[config.mk]
export PLATFORM = sky130hd
export DESIGN_NAME = lpcmp_timer
export DESIGN_NICKNAME = d
export VERILOG_FILES = /design/src/rtl/lpct_pkg.sv /design/src/rtl/lpct_src_sel.sv /design/src/rtl/lpct_prescale.sv /design/src/rtl/lpct_match.sv /design/src/rtl/lpcmp_timer.sv
export SDC_FILE = /design/constraint.sdc
export NUM_CORES = 1
export LEC_CHECK = 0
export CAP_MARGIN = 5
export CORE_MARGIN = 1.5
export CORE_UTILIZATION = 50
export CTS_CLUSTER_DIAMETER = 200
export CTS_CLUSTER_SIZE = 30
export DETAILED_ROUTE_END_ITERATION = 7
export PLACE_DENSITY_LB_ADDON = 0.3
export REMOVE_ABC_BUFFERS = 1
export SLEW_MARGIN = 20
export SYNTH_ARGS = -nofsm -noshare
export SYNTH_HDL_FRONTEND = slang
export SYNTH_SLANG_ARGS = --single-unit
[constraint.sdc]
create_clock -name clk -period 3.25 [get_ports clk]
set_clock_uncertainty 0.2 [all_clocks]
set_input_delay 0.975 -clock clk [delete_from_list [all_inputs] [get_ports clk]]
set_output_delay 0.975 -clock clk [all_outputs]
set_load 0.01 [all_outputs]
[src/rtl/lpct_pkg.sv]
package lpct_pkg;
  localparam int ADDR_W = 2;
  localparam logic [ADDR_W-1:0] ADDR_CTRL = 2'd0;
  localparam logic [ADDR_W-1:0] ADDR_PSC  = 2'd1;
  localparam logic [ADDR_W-1:0] ADDR_CMP  = 2'd2;
  localparam logic [ADDR_W-1:0] ADDR_CNT  = 2'd3;
  localparam int CTRL_EN_BIT    = 0;
  localparam int CTRL_MODE_BIT  = 1;
  localparam int CTRL_FLAG_BIT  = 7;
endpackage

[src/rtl/lpct_src_sel.sv]
module lpct_src_sel #(
  parameter int N_SRC = 4,
  localparam int SEL_W = $clog2(N_SRC)
) (
  input  logic             clk,
  input  logic             rst_n,
  input  logic [N_SRC-1:0] ref_i,
  input  logic [N_SRC-1:0] pulse_i,
  input  logic             pulse_mode,
  input  logic [SEL_W-1:0] sel,
  output logic             event_o
);
  logic src;
  logic prev_q;

  always_comb begin
    src = pulse_mode ? pulse_i[sel] : ref_i[sel];
  end

  always_ff @(posedge clk or negedge rst_n) begin
    if (!rst_n) prev_q <= 1'b0;
    else        prev_q <= src;
  end

  assign event_o = src & ~prev_q;
endmodule

[src/rtl/lpct_prescale.sv]
module lpct_prescale #(
  parameter int PSC_W = 4,
  localparam int DIV_W = 1 << PSC_W
) (
  input  logic             clk,
  input  logic             rst_n,
  input  logic             en,
  input  logic             event_i,
  input  logic             bypass,
  input  logic [PSC_W-1:0] div_n,
  output logic             tick_o
);
  logic [DIV_W-1:0] div_q, div_d;
  logic [DIV_W-1:0] ones;
  logic [DIV_W-1:0] mask;

  always_comb begin
    ones = '1;
    mask = ones >> (PSC_W'(DIV_W - 1) - div_n);
    div_d = div_q;
    if (!en)          div_d = '0;
    else if (event_i) div_d = div_q + 1'b1;
  end

  always_ff @(posedge clk or negedge rst_n) begin
    if (!rst_n) div_q <= '0;
    else        div_q <= div_d;
  end

  assign tick_o = en & event_i & (bypass | ((div_q & mask) == mask));
endmodule

[src/rtl/lpct_match.sv]
module lpct_match #(
  parameter int CNT_W = 16
) (
  input  logic             clk,
  input  logic             rst_n,
  input  logic             en,
  input  logic             tick,
  input  logic [CNT_W-1:0] cmp,
  input  logic             flag_clr,
  output logic [CNT_W-1:0] cnt_o,
  output logic             flag_o,
  output logic             trig_o
);
  logic [CNT_W-1:0] cnt_q, cnt_d;
  logic             flag_q, flag_d;
  logic             trig_q, trig_d;
  logic             hit;

  always_comb begin
    hit    = tick && (cnt_q == cmp);
    cnt_d  = cnt_q;
    flag_d = flag_q;
    trig_d = trig_q;
    if (!en) begin
      cnt_d  = '0;
      flag_d = 1'b0;
      trig_d = 1'b0;
    end else begin
      if (flag_clr) flag_d = 1'b0;
      if (hit) begin
        cnt_d  = '0;
        flag_d = 1'b1;
        trig_d = 1'b1;
      end else if (tick) begin
        cnt_d  = cnt_q + 1'b1;
        trig_d = 1'b0;
      end
    end
  end

  always_ff @(posedge clk or negedge rst_n) begin
    if (!rst_n) begin
      cnt_q  <= '0;
      flag_q <= 1'b0;
      trig_q <= 1'b0;
    end else begin
      cnt_q  <= cnt_d;
      flag_q <= flag_d;
      trig_q <= trig_d;
    end
  end

  assign cnt_o  = cnt_q;
  assign flag_o = flag_q;
  assign trig_o = trig_q;
endmodule

[src/rtl/lpcmp_timer.sv]
module lpcmp_timer
  import lpct_pkg::*;
#(
  parameter int CNT_W  = 16,
  parameter int N_SRC  = 4,
  parameter int PSC_W  = 4,
  parameter int DATA_W = 32
) (
  input  logic              clk,
  input  logic              rst_n,
  input  logic [N_SRC-1:0]  ref_clk_i,
  input  logic [N_SRC-1:0]  pulse_i,
  input  logic              wr_en_i,
  input  logic [ADDR_W-1:0] addr_i,
  input  logic [DATA_W-1:0] wdata_i,
  output logic [DATA_W-1:0] rdata_o,
  output logic              trig_o
);
  localparam int SEL_W   = $clog2(N_SRC);
  localparam int BYP_BIT = SEL_W;
  localparam int DIV_LSB = SEL_W + 1;

  logic [1:0]       rst_ff;
  logic             rst_q_n;
  logic             en_q, en_d;
  logic             pmode_q, pmode_d;
  logic [SEL_W-1:0] sel_q, sel_d;
  logic             byp_q, byp_d;
  logic [PSC_W-1:0] div_q, div_d;
  logic [CNT_W-1:0] cmp_q, cmp_d;
  logic             flag_clr;
  logic             src_event;
  logic             tick;
  logic [CNT_W-1:0] cnt;
  logic             flag;
  logic             unused_wdata;

  always_ff @(posedge clk or negedge rst_n) begin
    if (!rst_n) rst_ff <= 2'b00;
    else        rst_ff <= {rst_ff[0], 1'b1};
  end
  assign rst_q_n = rst_ff[1];

  always_comb begin
    en_d     = en_q;
    pmode_d  = pmode_q;
    sel_d    = sel_q;
    byp_d    = byp_q;
    div_d    = div_q;
    cmp_d    = cmp_q;
    flag_clr = 1'b0;
    if (wr_en_i) begin
      unique case (addr_i)
        ADDR_CTRL: begin
          en_d     = wdata_i[CTRL_EN_BIT];
          flag_clr = wdata_i[CTRL_FLAG_BIT];
          if (!en_q) pmode_d = wdata_i[CTRL_MODE_BIT];
        end
        ADDR_PSC: begin
          if (!en_q) begin
            sel_d = wdata_i[SEL_W-1:0];
            byp_d = wdata_i[BYP_BIT];
            div_d = wdata_i[DIV_LSB +: PSC_W];
          end
        end
        ADDR_CMP: begin
          if (!en_q || flag) cmp_d = wdata_i[CNT_W-1:0];
        end
        default: ;
      endcase
    end
  end

  always_ff @(posedge clk or negedge rst_q_n) begin
    if (!rst_q_n) begin
      en_q    <= 1'b0;
      pmode_q <= 1'b0;
      sel_q   <= '0;
      byp_q   <= 1'b0;
      div_q   <= '0;
      cmp_q   <= '0;
    end else begin
      en_q    <= en_d;
      pmode_q <= pmode_d;
      sel_q   <= sel_d;
      byp_q   <= byp_d;
      div_q   <= div_d;
      cmp_q   <= cmp_d;
    end
  end

  always_comb begin
    rdata_o = '0;
    unique case (addr_i)
      ADDR_CTRL: begin
        rdata_o[CTRL_EN_BIT]   = en_q;
        rdata_o[CTRL_MODE_BIT] = pmode_q;
        rdata_o[CTRL_FLAG_BIT] = flag;
      end
      ADDR_PSC: begin
        rdata_o[SEL_W-1:0]        = sel_q;
        rdata_o[BYP_BIT]          = byp_q;
        rdata_o[DIV_LSB +: PSC_W] = div_q;
      end
      ADDR_CMP: rdata_o[CNT_W-1:0] = cmp_q;
      default:  rdata_o[CNT_W-1:0] = cnt;
    endcase
  end

  assign unused_wdata = ^wdata_i;

  lpct_src_sel #(.N_SRC(N_SRC)) u_src (
    .clk(clk), .rst_n(rst_q_n), .ref_i(ref_clk_i), .pulse_i(pulse_i),
    .pulse_mode(pmode_q), .sel(sel_q), .event_o(src_event)
  );

  lpct_prescale #(.PSC_W(PSC_W)) u_psc (
    .clk(clk), .rst_n(rst_q_n), .en(en_q), .event_i(src_event),
    .bypass(byp_q), .div_n(div_q), .tick_o(tick)
  );

  lpct_match #(.CNT_W(CNT_W)) u_match (
    .clk(clk), .rst_n(rst_q_n), .en(en_q), .tick(tick), .cmp(cmp_q),
    .flag_clr(flag_clr), .cnt_o(cnt), .flag_o(flag), .trig_o(trig_o)
  );
endmodule

==> run summary, run 1 <==
The placeable core region is about 7300 um^2. The total standard cell area after synthesis is 3760 um^2. The number of hold-slack violations in the final timing report came out at 0. The floorplan die height is around 90 um. Global routing consumed, on the met2 layer, between 30% and 40% of the routing resources. Counting both buffers and inverters, the worst setup path holds a total of 4. The worst path in the final design needs a cycle of approximately 3.2 ns, including I/O delays and setup. STA classifies the critical path endpoint as an output port.

Yosys printed 0 warnings. The average via count per standard cell is approximately 6. The number of global-route vias before repair came out at between 3000 and 4000. The later pin in the worst-skew pair is clocked with a latency of ~0.35 ns. The async set or reset register ratio after synthesis is 100%. The run finished with clean final reports. In this design, the largest share of critical-path delay is due to buffers and inverters. The met3 usage came out at between 5 and 6%. The cell count after synthesis came out at about 380. After filler insertion, the fill cell instance count of the layout stands at between 500 and 600. The worst max-slew margin expressed relative to the limit is 53.9%. The data required time at the worst endpoint came out at around 2.1 ns.

After global routing, the most crowded layer is met2. The global route total overflow came out at 0. In this run, the number of DRC markers left after iteration 0 of detailed routing was ~260. The highest ir drop seen on vdd is between 0.0003 and 0.0004 V. After routing the design area is 4590 um^2. The final estimated routing congestion in global placement came out at 0.818. The cell area after placement is roughly 4400 um^2.

The CTS sink count is 62. The initial antenna violation count came out at 0. In this run the critical register-to-register path is launched from div_q[0]. The total half-perimeter wirelength after legalization and detailed placement is 6670 um. The ratio of final minimum period to clock period came out at 99.6%. For this run, the detailed router's first-pass iteration total came to 5.

The number of slew-limit violations in the final report came out at 0. The upper clock frequency limit came out at 309 MHz. In this run the tool buffered the top-level ports with 45 buffer cells. The TritonCTS clock tree is yes. The first global-routing pass estimated ~16000 um of wire. The overall routed net length is approximately 9500 um. The arrival time reported for the critical path endpoint is ~2.1 ns. The die outline area is 8050 um^2. The leakage power came out at between 1.5 and 2 nW. The final setup violation count came out at 0. The routing usage on met1 came out at about a third. In the synthesized netlist the dominant register cell turns out to be sky130_fd_sc_hd__dfrtp_1. The remaining antenna violation count came out at 0.

The number of flip-flops and latches in the synthesized netlist is 62. The distinct cell type count after synthesis is 55. The cell count of the worst reg-to-reg path came out at 6. CTS placed an instance of sky130_fd_sc_hd__clkbuf_8 at the clock tree root. The power per cell area is between 500 and 600 nW/um^2. The tightest min-delay check is of the reg -> async type. The buffer levels on the longest clock path is 2. The number of clock buffers inserted by TritonCTS is 9. The slowest stage of the critical path is the sky130_fd_sc_hd__bufbuf_16 cell. The final net count came out at ~480. The start-to-end type of the worst setup path is in -> out. The per-instance average area after synthesis is 9.95 um^2. The level count of the clock H-tree is 3. The width of the chip came out at 89.7 um.

Of all nets on the critical path, the largest fanout is 7. After clock tree synthesis, the clock-pin slew on the worst setup and hold paths is ~0.07 ns. The row count came out at 31. The synthesized design contains 0 enable-type register cells.

On the worst path, the slowest cell contributes a delay of around 0.28 ns. Setup repair after global routing could not meet its margin everywhere. The worst setup path is launched from an input pin. The register area share after synthesis came out at approximately two fifths. Of the cells placed in the final design, the portion with a size suffix greater than 1 is roughly a fifth.

The via count came out at ~3200. Cells fill a little under two thirds of the core in the end. The global router's overall resource usage is 24.9%.

For this configuration, the core starts out at a cell density of 51.9%. For this design the top-level I/O count stands at slightly below 80. The actual transition at the worst max-transition pin came out at around 0.69 ns.

The max-capacitance violation count came out at 0. In the final routed layout, each cell accounts on average for 17.7 um. For this run, design rule violations remaining after detail routing come to 0.

The most critical setup path has its startpoint at addr_i[0]. The number of cells on the critical path came out at 6. The area added between synthesis and finish came out at 22.1%. The antenna diode count came out at 0. The signal on the critical path passes through buf_2 -> bufbuf_16 -> buf_8 -> mux2i_1 -> nor2b_1 -> dlygate4sd2_1. Entering global routing, the biggest net connects 32 pins.
synthesized netlist by cell type (7+ instances only):
cell / number / area, um^2
sky130_fd_sc_hd__o311ai_1: 9 / 78.8
sky130_fd_sc_hd__mux2i_1: 10 / 100
sky130_fd_sc_hd__inv_1: 9 / 33.8
sky130_fd_sc_hd__a22o_1: 7 / 61.3
sky130_fd_sc_hd__a21oi_1: 12 / 60.1
sky130_fd_sc_hd__mux2_2: 29 / 327
sky130_fd_sc_hd__buf_4: 16 / 120
sky130_fd_sc_hd__o21ai_0: 10 / 50.1
sky130_fd_sc_hd__nor3_1: 9 / 45.0
sky130_fd_sc_hd__nor2_1: 26 / 97.6
sky130_fd_sc_hd__clkbuf_1: 18 / 67.6
sky130_fd_sc_hd__nand4_1: 10 / 62.6
sky130_fd_sc_hd__xnor2_1: 21 / 184
sky130_fd_sc_hd__nor2b_1: 12 / 75.1
sky130_fd_sc_hd__nand2_1: 19 / 71.3
sky130_fd_sc_hd__nand3_1: 12 / 60.1
sky130_fd_sc_hd__o21ai_1: 7 / 35.0
sky130_fd_sc_hd__dfrtp_1: 62 / 1550
sequential cells by signal, summed over array words and instances, names as in the netlist:
name and count:
cmp_q 16, u_match.cnt_o 16, u_psc.div_q 16, div_q 4, rst_ff 2, sel_q 2, byp_q 1, en_q 1
pmode_q 1, u_match.flag_o 1, u_match.trig_o 1, u_src.prev_q 1
final cells by class:
class	instances	area [um^2]	area share, %
multi-input combinational	282	2020	43.9
inverter	9	33.8	0.735
tap	99	124	2.70
clock inverter	4	70.1	1.53
clock buffer	12	145	3.16
timing repair buffer	70	651	14.2
sequential	62	1550	33.8
per-layer routing:
layer / up-vias / part of all wire [%] / wire length (um)
met2: 157 / 47 / 4520
met5: - / 0 / 0
met1: 1568 / 44 / 4160
li1: 1473 / - / -
met3: 25 / 6.2 / 594
met4: 0 / 2.6 / 248
kinds of logic after synthesis:
logic type               count (synthesis)  synth area share, %
flip-flops                              62                 41.2
other                                    2                0.200
AND/OR/NAND/NOR                        120                 17.1
AO/OA/AOI/OAI                           76                 15.0
XOR/XNOR                                25                 5.82
buffers and inverters                   49                 6.82
adder cells (fa/ha/maj)                  2                0.665
multiplexers                            42                 13.1
path summary, 6_finish.rpt:
kind / to / slack, ns
setup reg to reg: u_match.cnt_o[13] / 0.56
setup / recovery: rdata_o[10] / 0.01
hold / removal: u_psc.div_q[2] / 0.12
hold reg to reg: u_psc.div_q[2] / 0.12
max in group asynchronous: u_match.cnt_o[7] / 1.86
min in group clk: rst_ff[1] / 0.15
where the power goes:
| group | switching, W | leakage, nW | internal [W] |
|---|---|---|---|
| clock network | 0.000304 | 0.110 | 0.000451 |
| logic | 0.000350 | 0.935 | 0.000347 |
| registers | 0.000148 | 0.807 | 0.000881 |
| total | 0.000803 | 1.85 | 0.00168 |
stage by stage:
step | TNS [ns] | total power [W] | worst slack [ns] | cells | hold slack, ns
after detailed placement | -9.30 | 0.00174 | -0.642 | 519 | 0.128
after global placement | -8.74 | 0.00172 | -0.623 | 519 | 0.122
after floorplan | 0 | 0.00142 | 0.0934 | 353 | 0.131
after global routing | -0.0917 | 0.00259 | -0.0414 | 538 | 0.158
final | 0 | 0.00248 | 0.0133 | 538 | 0.119
after CTS | 0 | 0.00248 | 0.00232 | 537 | 0.136
cell usage in the layout (no fill, tap or decap), types with 5 or more instances in the layout:
master                            instances
sky130_fd_sc_hd__a21oi_1                 12
sky130_fd_sc_hd__a22o_1                   7
sky130_fd_sc_hd__and3_1                   5
sky130_fd_sc_hd__buf_2                    7
sky130_fd_sc_hd__buf_4                   21
sky130_fd_sc_hd__clkbuf_8                10
sky130_fd_sc_hd__clkdlybuf4s50_1         27
sky130_fd_sc_hd__conb_1                  17
sky130_fd_sc_hd__dfrtp_1                 61
sky130_fd_sc_hd__dlygate4sd2_1            5
sky130_fd_sc_hd__inv_1                    9
sky130_fd_sc_hd__mux2_2                  29
sky130_fd_sc_hd__mux2i_1                 10
sky130_fd_sc_hd__nand2_1                 19
sky130_fd_sc_hd__nand3_1                 12
sky130_fd_sc_hd__nand4_1                 10
sky130_fd_sc_hd__nor2_1                  26
sky130_fd_sc_hd__nor2b_1                 11
sky130_fd_sc_hd__nor3_1                   8
sky130_fd_sc_hd__o21ai_0                 10
sky130_fd_sc_hd__o21ai_1                  7
sky130_fd_sc_hd__o311ai_0                 5
sky130_fd_sc_hd__o311ai_1                 9
sky130_fd_sc_hd__or4_1                    5
sky130_fd_sc_hd__xnor2_1                 21
repair_timing:
action / CTS / global route
pin swaps: 0 / 3
hold buffers: 0 / 0
cloned: 1 / 0
setup endpoints to repair: 16 / 13
resized for setup: 44 / 7
setup buffers: 1 / 1
(Power assumes the default switching activity.)
==> inputs of run 2 (changes only) <==
Clock period 3.25 ns to 3 ns, I/O delays scaled along.
==> run 2 against run 1 <==
Global-route usage about the same. Combinational power grew 11%. Utilization increased by 1.3 points. First-iteration DRC count grew 11%. Worst setup slack better by 0.010 ns. Largest power group unchanged.
==> run summary, run 2 (same netlist as run 1, synthesis figures left out) <==
The run finished with clean final reports. The width of the chip came out at approximately 90 um. In the layout the commonest cells are sky130_fd_sc_hd__dfrtp_1, sky130_fd_sc_hd__mux2_2, sky130_fd_sc_hd__clkdlybuf4s50_1, sky130_fd_sc_hd__buf_4, sky130_fd_sc_hd__nor2_1. The level count of the clock H-tree came out at 3.

The worst setup path is of the in -> out kind. The leakage power came out at 1.89 nW. The combinational share of power is between 20% and 30%. The top fanout value on the critical path is 6. The number of slew-limit violations in the final report is 0.

The most common cell after layout, fill and taps aside is sky130_fd_sc_hd__dfrtp_1. The final net count came out at 489. The initial cell density of the core came out at around half.

The post-layout minimum cycle time is just under 3 ns. Based on the critical path, the design can be clocked at up to between 300 and 400 MHz. The sequential power share came out at between 40% and 50%.

Including well taps, the total number of placed cells is roughly 530. The die outline area is roughly 8100 um^2. The initial antenna violation count came to 0.

STA classifies the critical path endpoint as an output port. The number of iterations in the first detailed-routing pass is 4. Across the run, the number of max-cap violations was 0.

The pin count of the biggest net entering global routing is 34. The final setup violation count is 0. The clock transition at the register clock pins on the worst setup and hold paths after CTS came out at about 0.08 ns.

The number of hold-slack violations in the final timing report came out at 0. The arrival time reported for the critical path endpoint is roughly 1.9 ns. The total non-filler cell area in the finished layout is approximately 4700 um^2. The TritonCTS clock tree is yes.

Dividing total power by cell area gives a power density of 580 nW/um^2. The congestion estimate from routability-driven global placement came to between 0.8 and 0.9. The routed wirelength normalized by instance count came out at roughly 18 um. The floorplan has 31 rows. In the finished design, the share of the clock period the worst path needs comes to between 90% and 100%. Setup repair after global routing left no endpoint under its margin. The highest ir drop seen on vdd is around 0.00040 V. The count of fill cells added during filler insertion came out at 570.

The placeable core region is ~7300 um^2. The worst max-slew margin expressed relative to the limit is 50.7%. The switching share of power is between 30% and 40%.

The number of clock buffers inserted by TritonCTS is 9. The power spent charging and discharging nets came out at 0.000896 W. The first-pass GRT wire length came out at 15900 um. The cell area after placement came out at around 4400 um^2. The number of global-route vias before repair was roughly 3200. The global route total overflow is 0. In this run, the number of DRC markers left after iteration 0 of detailed routing was roughly 280.

The clock latency reported for the late side of the worst-skew pair came out at 0.35 ns. The antenna diode count came out at 0. Of the total power, the clock network draws between 30 and 40%. The proportion of layout cells with a drive suffix above 1 came out at about a quarter. The via count came out at approximately 3300. The type of the tightest min-delay check is reg -> async. The post-detailed-route DRC marker count came out at 0. The average via count per standard cell came out at ~6. At the worst endpoint, the required time is ~1.9 ns. The overall routed net length came out at 9660 um. The number of top-level design ports is 78. The actual transition at the worst max-transition pin is roughly 0.74 ns. The non-filler instance count after layout came out at ~550. The floorplan die height came out at 89.7 um. The area added between synthesis and finish is 24.6%. The count of buffers inserted at the top-level ports came out at 45. The worst setup path is launched from an input pin. The tree is rooted in a sky130_fd_sc_hd__clkbuf_8.

The total half-perimeter wirelength after legalization and detailed placement came out at approximately 6700 um. The remaining antenna violation count is 0. The buffer levels on the longest clock path is 2. The CTS sink count is 62. The internal power component is ~0.0018 W.

The global router's overall resource usage is roughly 25%.
-- run 2: cell count changes in the layout (fill, tap and decap cells not counted), moves of 2 or more --
cell | before | now
sky130_fd_sc_hd__mux2i_1 | 10 | 8
sky130_fd_sc_hd__clkbuf_1 | 2 | 0
sky130_fd_sc_hd__buf_4 | 21 | 27
sky130_fd_sc_hd__clkinvlp_4 | 0 | 2
sky130_fd_sc_hd__mux2i_2 | 0 | 2
sky130_fd_sc_hd__buf_6 | 0 | 3
-- run 2: critical path: stages --
cell	delay (ns)
sky130_fd_sc_hd__buf_6	0.11
sky130_fd_sc_hd__buf_12	0.14
sky130_fd_sc_hd__buf_4	0.14
sky130_fd_sc_hd__buf_4	0.14
sky130_fd_sc_hd__mux4_2	0.30
sky130_fd_sc_hd__buf_6	0.14
-- run 2: metal layers --
| layer | track usage [%] | up-vias | part of all wire, % | wire length [um] |
|---|---|---|---|---|
| li1 | - | 1496 | - | - |
| met5 | 0 | - | 0 | 0 |
| met4 | 7.14 | 0 | 1.6 | 157 |
| met3 | 4.65 | 16 | 6.0 | 580 |
| met2 | 38.8 | 148 | 47 | 4520 |
| met1 | 35.6 | 1615 | 46 | 4400 |
-- run 2: cell type report --
| class | count | area, um^2 | share of cell area, % |
|---|---|---|---|
| Inverter | 9 | 33.8 | 0.721 |
| Clock buffer | 10 | 138 | 2.94 |
| Clock inverter | 6 | 85.1 | 1.82 |
| Sequential cell | 62 | 1550 | 33.1 |
| Tap cell | 99 | 124 | 2.64 |
| Multi-Input combinational cell | 282 | 2040 | 43.4 |
| Timing Repair Buffer | 78 | 718 | 15.3 |
-- run 2: path summary, 6_finish.rpt --
path / start / end / slack, ns / cells after the start
max: addr_i[0] / rdata_o[1] / 0.02 / 6
min: rst_ff[1] / u_match.cnt_o[6] / 0.14 / 0
max reg2reg: div_q[1] / u_match.cnt_o[14] / 0.41 / 6
min reg2reg: rst_ff[1] / u_match.cnt_o[6] / 0.14 / 0
max in group asynchronous: rst_ff[1] / byp_q / 1.77 / 1
min in group clk: rst_ff[0] / rst_ff[1] / 0.16 / 0
-- run 2: power groups by stage --
stage | Combinational, W | Clock, W | Sequential, W
6_report | 0.000777 | 0.000835 | 0.00110
5_1_grt | 0.000838 | 0.000880 | 0.00113
4_1_cts | 0.000761 | 0.000842 | 0.00110
3_5_place_dp | 0.000768 | 0 | 0.00112
3_3_place_gp | 0.000757 | 0 | 0.00111
2_1_floorplan | 0.000447 | 0 | 0.00109
-- run 2: what timing repair did --
action                                  CTS  global route
resized for setup                        56             8
pin swaps                                 4             1
endpoints found under the setup margin   16             6
gates cloned                              1             0
setup buffers                             1             1
hold buffers                              0             0
-- run 2: through the flow --
step	util (%)	setup WS, ns	total power [W]	setup TNS (ns)	hold slack (ns)
final	64.6	0.0235	0.00272	0	0.136
after global routing	64.6	0.00988	0.00285	0	0.170
after CTS	64.1	0.00299	0.00271	0	0.159
after detailed placement	60.9	-0.755	0.00189	-13.94	0.139
after global placement	60.9	-0.722	0.00187	-12.18	0.138
after floorplan	-	-0.157	0.00154	-2.63	0.131
==> inputs of run 3 (changes only) <==
Settings changed: CTS_CLUSTER_DIAMETER 200 to not set.
==> results of run 3 <==
The final DEF is identical to that of run 2; final timing and power are the same.
